### src/rtl/can_rx_pkg.sv
package can_rx_pkg;
  localparam int ID_W      = 29;
  localparam int DLC_W     = 4;
  localparam int DATA_W    = 64;
  localparam int REG_W     = 32;
  localparam int FLD_W     = 3;
  localparam int IDX_MAX_W = 8;

  typedef enum logic [FLD_W-1:0] {
    FLD_FILT_ID = 3'd0,
    FLD_MASK    = 3'd1,
    FLD_CTRL    = 3'd2,
    FLD_RX_ID   = 3'd3,
    FLD_DLC     = 3'd4,
    FLD_DATA_LO = 3'd5,
    FLD_DATA_HI = 3'd6
  } mbFieldE;

  // control -> datapath strobes
  typedef struct packed {
    logic                 store;
    logic [IDX_MAX_W-1:0] idx;
  } mbStrobeT;
endpackage

### src/rtl/can_rx_match_ctrl.sv
module can_rx_match_ctrl
  import can_rx_pkg::*;
#(
  parameter int NUM_MBOX = 8,
  localparam int IDX_W = $clog2(NUM_MBOX)
) (
  input  logic                clk,
  input  logic                rstN,
  input  logic                frmValid,
  input  logic                frmSelf,
  input  logic [ID_W-1:0]     frmId,
  input  logic [DLC_W-1:0]    frmDlc,
  input  logic [DATA_W-1:0]   frmData,
  input  logic [NUM_MBOX-1:0] hitVec,
  input  logic [NUM_MBOX-1:0] fullVec,
  output logic [ID_W-1:0]     pendId,
  output logic [DLC_W-1:0]    pendDlc,
  output logic [DATA_W-1:0]   pendData,
  output mbStrobeT            strobe,
  output logic                evStore,
  output logic                evOverrun,
  output logic                evNoMatch,
  output logic [IDX_W-1:0]    evIdx
);
  logic                 pendValid;
  logic [NUM_MBOX-1:0]  freeHit;
  logic [IDX_MAX_W-1:0] pickFree;
  logic                 anyFree;
  logic [IDX_W-1:0]     lastHit;
  logic                 anyHit;

  // capture stage: own-transmit frames never enter evaluation
  always_ff @(posedge clk or negedge rstN) begin
    if (!rstN) begin
      pendValid <= 1'b0;
      pendId    <= '0;
      pendDlc   <= '0;
      pendData  <= '0;
    end else begin
      pendValid <= frmValid & ~frmSelf;
      if (frmValid) begin
        pendId   <= frmId;
        pendDlc  <= frmDlc;
        pendData <= frmData;
      end
    end
  end

  // priority selection over the mailbox hit vector
  always_comb begin
    freeHit  = hitVec & ~fullVec;
    pickFree = '0;
    anyFree  = 1'b0;
    for (int i = NUM_MBOX - 1; i >= 0; i--) begin
      if (freeHit[i]) begin
        pickFree = IDX_MAX_W'(i);
        anyFree  = 1'b1;
      end
    end
    lastHit = '0;
    anyHit  = |hitVec;
    for (int i = 0; i < NUM_MBOX; i++) begin
      if (hitVec[i]) lastHit = IDX_W'(i);
    end
  end

  always_comb begin
    strobe.store = pendValid & anyFree;
    strobe.idx   = pickFree;
  end

  always_ff @(posedge clk or negedge rstN) begin
    if (!rstN) begin
      evStore   <= 1'b0;
      evOverrun <= 1'b0;
      evNoMatch <= 1'b0;
      evIdx     <= '0;
    end else begin
      evStore   <= pendValid & anyFree;
      evOverrun <= pendValid & ~anyFree & anyHit;
      evNoMatch <= pendValid & ~anyHit;
      if (pendValid && anyFree)     evIdx <= pickFree[IDX_W-1:0];
      else if (pendValid && anyHit) evIdx <= lastHit;
      else                          evIdx <= '0;
    end
  end
endmodule

### src/rtl/can_rx_mbox_store.sv
module can_rx_mbox_store
  import can_rx_pkg::*;
#(
  parameter int NUM_MBOX = 8,
  localparam int IDX_W  = $clog2(NUM_MBOX),
  localparam int ADDR_W = IDX_W + FLD_W
) (
  input  logic                clk,
  input  logic                rstN,
  input  logic                regWrEn,
  input  logic [ADDR_W-1:0]   regAddr,
  input  logic [REG_W-1:0]    regWrData,
  output logic [REG_W-1:0]    regRdData,
  input  logic [ID_W-1:0]     pendId,
  input  logic [DLC_W-1:0]    pendDlc,
  input  logic [DATA_W-1:0]   pendData,
  input  mbStrobeT            strobe,
  output logic [NUM_MBOX-1:0] hitVec,
  output logic [NUM_MBOX-1:0] fullVec
);
  logic [IDX_W-1:0]  selMb;
  logic [FLD_W-1:0]  selFld;
  logic [ID_W-1:0]   filtArr [NUM_MBOX];
  logic [ID_W-1:0]   maskArr [NUM_MBOX];
  logic [ID_W-1:0]   rxIdArr [NUM_MBOX];
  logic [DLC_W-1:0]  dlcArr  [NUM_MBOX];
  logic [DATA_W-1:0] dataArr [NUM_MBOX];
  logic [NUM_MBOX-1:0] enVec;
  logic unusedWrHi;

  assign selMb      = regAddr[ADDR_W-1:FLD_W];
  assign selFld     = regAddr[FLD_W-1:0];
  assign unusedWrHi = ^regWrData[REG_W-1:ID_W];

  for (genvar g = 0; g < NUM_MBOX; g++) begin : gMbox
    logic [ID_W-1:0]   filtQ, maskQ, rxIdQ;
    logic [DLC_W-1:0]  dlcQ;
    logic [DATA_W-1:0] dataQ;
    logic              enQ, fullQ;
    logic              hostHit, storeHit;

    assign hostHit  = regWrEn && (selMb == IDX_W'(g));
    assign storeHit = strobe.store && (strobe.idx == IDX_MAX_W'(g));

    always_ff @(posedge clk or negedge rstN) begin
      if (!rstN) begin
        filtQ <= '0;
        maskQ <= '0;
        rxIdQ <= '0;
        dlcQ  <= '0;
        dataQ <= '0;
        enQ   <= 1'b0;
        fullQ <= 1'b0;
      end else begin
        if (hostHit) begin
          case (selFld)
            FLD_FILT_ID: filtQ <= regWrData[ID_W-1:0];
            FLD_MASK:    maskQ <= regWrData[ID_W-1:0];
            FLD_CTRL: begin
              enQ   <= regWrData[0];
              fullQ <= regWrData[1];
            end
            default: ;
          endcase
        end
        // a store on the same edge keeps the mailbox full
        if (storeHit) begin
          fullQ <= 1'b1;
          rxIdQ <= pendId;
          dlcQ  <= pendDlc;
          dataQ <= pendData;
        end
      end
    end

    assign hitVec[g]  = enQ && (((pendId ^ filtQ) & maskQ) == '0);
    assign fullVec[g] = fullQ;
    assign enVec[g]   = enQ;
    assign filtArr[g] = filtQ;
    assign maskArr[g] = maskQ;
    assign rxIdArr[g] = rxIdQ;
    assign dlcArr[g]  = dlcQ;
    assign dataArr[g] = dataQ;
  end

  always_comb begin
    regRdData = '0;
    for (int i = 0; i < NUM_MBOX; i++) begin
      if (selMb == IDX_W'(i)) begin
        case (selFld)
          FLD_FILT_ID: regRdData = REG_W'(filtArr[i]);
          FLD_MASK:    regRdData = REG_W'(maskArr[i]);
          FLD_CTRL:    regRdData = REG_W'({fullVec[i], enVec[i]});
          FLD_RX_ID:   regRdData = REG_W'(rxIdArr[i]);
          FLD_DLC:     regRdData = REG_W'(dlcArr[i]);
          FLD_DATA_LO: regRdData = dataArr[i][REG_W-1:0];
          FLD_DATA_HI: regRdData = dataArr[i][DATA_W-1:REG_W];
          default:     regRdData = '0;
        endcase
      end
    end
  end
endmodule

### src/rtl/can_rx_matcher.sv
module can_rx_matcher
  import can_rx_pkg::*;
#(
  parameter int NUM_MBOX = 8,
  localparam int IDX_W  = $clog2(NUM_MBOX),
  localparam int ADDR_W = IDX_W + FLD_W
) (
  input  logic                clk,
  input  logic                rstN,
  input  logic                frmValid,
  input  logic                frmSelf,
  input  logic [ID_W-1:0]     frmId,
  input  logic [DLC_W-1:0]    frmDlc,
  input  logic [DATA_W-1:0]   frmData,
  input  logic                regWrEn,
  input  logic [ADDR_W-1:0]   regAddr,
  input  logic [REG_W-1:0]    regWrData,
  output logic [REG_W-1:0]    regRdData,
  output logic [NUM_MBOX-1:0] mbFull,
  output logic                evStore,
  output logic                evOverrun,
  output logic                evNoMatch,
  output logic [IDX_W-1:0]    evIdx
);
  logic [ID_W-1:0]     pendId;
  logic [DLC_W-1:0]    pendDlc;
  logic [DATA_W-1:0]   pendData;
  logic [NUM_MBOX-1:0] hitVec;
  mbStrobeT            strobe;

  can_rx_match_ctrl #(.NUM_MBOX(NUM_MBOX)) u_ctrl (
    .clk(clk), .rstN(rstN),
    .frmValid(frmValid), .frmSelf(frmSelf),
    .frmId(frmId), .frmDlc(frmDlc), .frmData(frmData),
    .hitVec(hitVec), .fullVec(mbFull),
    .pendId(pendId), .pendDlc(pendDlc), .pendData(pendData),
    .strobe(strobe),
    .evStore(evStore), .evOverrun(evOverrun), .evNoMatch(evNoMatch),
    .evIdx(evIdx)
  );

  can_rx_mbox_store #(.NUM_MBOX(NUM_MBOX)) u_store (
    .clk(clk), .rstN(rstN),
    .regWrEn(regWrEn), .regAddr(regAddr), .regWrData(regWrData),
    .regRdData(regRdData),
    .pendId(pendId), .pendDlc(pendDlc), .pendData(pendData),
    .strobe(strobe),
    .hitVec(hitVec), .fullVec(mbFull)
  );
endmodule

### config.mk
export PLATFORM = sky130hd
export DESIGN_NAME = can_rx_matcher
export DESIGN_NICKNAME = d
export VERILOG_FILES = /design/src/rtl/can_rx_pkg.sv /design/src/rtl/can_rx_match_ctrl.sv /design/src/rtl/can_rx_mbox_store.sv /design/src/rtl/can_rx_matcher.sv
export SDC_FILE = /design/constraint.sdc
export NUM_CORES = 2
export LEC_CHECK = 0
export BUFFER_PORTS_ARGS = -buffer_cell sky130_fd_sc_hd__buf_4
export CAP_MARGIN = 30
export CORE_MARGIN = 5
export CORE_UTILIZATION = 55
export CTS_CLUSTER_DIAMETER = 60
export DETAILED_ROUTE_END_ITERATION = 7
export PLACE_DENSITY = 0.77
export SYNTH_ARGS = -nofsm -noshare
export SYNTH_HDL_FRONTEND = slang
export SYNTH_SLANG_ARGS = --single-unit
export TNS_END_PERCENT = 5
### constraint.sdc
create_clock -name clk -period 12.1 [get_ports clk]
set_clock_uncertainty 0.05 [all_clocks]
set_input_delay 3.025 -clock clk [delete_from_list [all_inputs] [get_ports clk]]
set_output_delay 3.025 -clock clk [all_outputs]
set_load 0.02 [all_outputs]
==> results.txt <==
Worst Tran Pin Value = 1.244 ns
clk buf depth = 3
slowest CP cell = and2_2
grt met1 use = 51.99%
EDFF count, synth = 0
Synth warnings = 0
gr busiest metal = met2
met2 usage in global routing = 57.98%
most frequent CP cell = buf_4
status = finished, violations left
FF-to-FF setup slack = 6.25 ns
startpoint types = primary input
worst hold stages = 1
H-tree Lvls = 4
WS Path Type = primary input to output port
Synth Cell Area = 0.06446 mm^2
failing checks = design-rule violations
post-cts resize count = 0
WHS = 0.4423 ns
die area = 0.1241 mm^2
Synth Instances = 5042
clk sink count = 1360
Wirelength per Cell = 38.83 um
Peak Freq = 100.2 MHz
layout cells sized above 1 = 36.55%
Crit. End Element = output port
drt via density = 7.251
global-route wire length before repair = 366500 um
Net Switching = 3.626 mW
RSZ-0062 raised after global routing = no
sequential-to-total area share from yosys stat = 52.80%
Yosys cell types = 60
CP cell instances = buf_6, buf_4, and2_2, buf_4, a221oi_1, o21ai_0, nor4b_1, o21ai_0, nand2_1, buf_4
crit path DAT = 6.91 ns
Reg2Reg Depth = 9
RR Startpoint = u_ctrl.pendId[13]
Max transition margin = 17.08%
CTS Hold Bufs = 0
Starting Density = 55.40%
max incr delay on CP = 0.79 ns
number of global-route vias before repair = 47980
Cell Int Power = 8.100 mW
Final min period = 9.983 ns
Worst EP required = 9.02 ns
Comb pwr share = 15.3%
GRT Overall Usage = 41.15%
cell row count = 125
top_reg_cell synth = dfrtp_1
Core Footprint = 0.1164 mm^2
Initial DRC Count = 7146
Sw Ratio = 30.92%
sequential share of power = 46.8%
Pre-antenna DRT Iters = 8
largest net degree at the start of global routing = 181
gpl congestion = 1.052
area of all placed cells without fillers = 0.07214 mm^2
number of buffers created by CTS = 145
initial antenna violation count = 30
Clock power frac = 37.9%
Port Buffer Count = 182
Syn Area/Cell = 12.78 um^2
fin. max-slew vios = 0
# placed instances = 6445
Hold Vio Cnt, Final = 0
height of the die = 352.3 um
nets = 5210
Worst-path clk slew = 0.06 ns
gr ovfl total = 0
Hold Path Class = flip-flop to flip-flop
final setup fails = 0
PwrDens = 162.5 mW/mm^2
DIE WIDTH = 352.3 um
HPWL Detailed = 171700 um
Peak VDD IR = 0.2279 mV
Area Growth Syn to Fin = 11.91%
CTS Root Cell = clkbuf_16
R2R Path End = u_store.gMbox[5].rxIdQ[5]
asr flop ratio synth = 100.0%
Post-Layout Cell Count = 6730
hold path startpoint = u_store.gMbox[7].rxIdQ[10]
met3 Use GR = 16.01%
crit-path max FO = 44
Sum Neg Setup Slack = 0 ns
Post-Syn Nets = 5182
Residual DRC = 1
cell area after placement = 0.06737 mm^2
vias post-DR = 48800
max-cap violation count = 0
post-route ant nets = 0
# Post-CTS Setup Buffers = 0
worst skew pair latency = 0.81 ns
Static Leak = 34.50 nW
final period utilization = 82.50%
CTS tree = yes
final WL = 261300 um
Seq cells post-synth = 1360
Ports = 186
Hold Path Sink = u_store.gMbox[7].rxIdQ[10]
layout make-up:
cell class	count	area (um^2)
clock buffer	211	4199
timing repair buffer	329	2750
inverter	11	41.29
clock inverter	48	469.2
multi-input combinational	3223	28680
tap	1524	1907
sequential	1360	34030
antenna	24	60.06
fill	8961	44230
cells in the final DEF, fill, tap and decap left out, drive strengths merged, types with 160 or more instances in the layout:
cell type / n
dfrtp: 1360
mux2: 1352
buf: 328
a22oi: 249
a21oi: 240
xor2: 232
a221oi: 216
clkbuf: 212
nor2: 189
mux2i: 160
stage by stage:
| step | setup WS [ns] | total power, mW | util (%) |
|---|---|---|---|
| 6_report | 2.117 | 11.73 | 61.99 |
| 5_1_grt | 2.122 | 11.97 | 61.97 |
| 4_1_cts | 2.285 | 11.61 | 61.91 |
| 3_5_place_dp | 2.299 | 7.235 | 57.90 |
| 3_3_place_gp | 2.225 | 7.181 | 57.80 |
| 2_1_floorplan | 3.487 | 6.217 | - |
synth_stat cells, types with 79 or more instances:
| library cell | instances | share of area, % |
|---|---|---|
| a221oi_1 | 216 | 2.9 |
| clkbuf_1 | 230 | 1.3 |
| a22oi_1 | 249 | 2.9 |
| nor2_1 | 189 | 1.1 |
| mux2_2 | 1295 | 23 |
| a211oi_1 | 79 | 0.92 |
| nand2_1 | 105 | 0.61 |
| xor2_1 | 232 | 3.2 |
| buf_2 | 120 | 0.93 |
| a21oi_1 | 240 | 1.9 |
| mux2i_1 | 160 | 2.5 |
| dfrtp_1 | 1360 | 53 |
kinds of logic after synthesis:
logic type                Yosys count  synth area share [%]
AOI/OAI and AO/OA                1035                 11.56
xor gates and xnor gates          232                 3.152
buffers and inverters             459                 3.092
DFF                              1360                 52.80
muxes                            1514                 26.17
and+or+nand+nor                   442                 3.224
power by group through the flow:
stage          sequential (mW)  clock, mW  combinational, mW
3_3_place_gp              5.50          0               1.68
5_1_grt                   5.49       4.64               1.84
3_5_place_dp              5.52          0               1.71
4_1_cts                   5.44       4.45               1.72
2_1_floorplan             5.26          0              0.961
6_report                  5.49       4.44               1.79
worst max path at each step:
stage,from,end,slack (ns)
detailed placement,regAddr[1],regRdData[30],2.30
finish,regAddr[1],regRdData[4],2.12
floorplan,regAddr[1],regRdData[22],3.49
global route,regAddr[2],regRdData[0],2.12
CTS,regAddr[1],regRdData[30],2.28
global placement,regAddr[1],regRdData[17],2.22
state kept, by name, summed over array words and instances (netlist names), 3 cells and up:
| name | count |
|---|---|
| u_store.gMbox.dataQ | 512 |
| u_store.gMbox.filtQ | 232 |
| u_store.gMbox.maskQ | 232 |
| u_store.gMbox.rxIdQ | 232 |
| u_ctrl.pendData | 64 |
| u_store.gMbox.dlcQ | 32 |
| u_ctrl.pendId | 29 |
| u_store.gMbox.enQ | 8 |
| u_store.gMbox.fullQ | 8 |
| u_ctrl.pendDlc | 4 |
| u_ctrl.evIdx | 3 |
worst max-delay path, delay by kind of cell:
family	cells	cell delay (ns)
buffers and inverters	4	1.66
and+or+nand+nor	3	1.55
AOI/OAI and AO/OA	3	0.51
layer usage:
layer	wire length, um	vias up	share of wire [%]
li1	-	18940	-
met1	94370	25240	36
met2	109900	3640	42
met4	22180	12	8.5
met5	127	-	0.049
met3	34770	959	13
No activity file was read; power rests on OpenSTA's default activity.
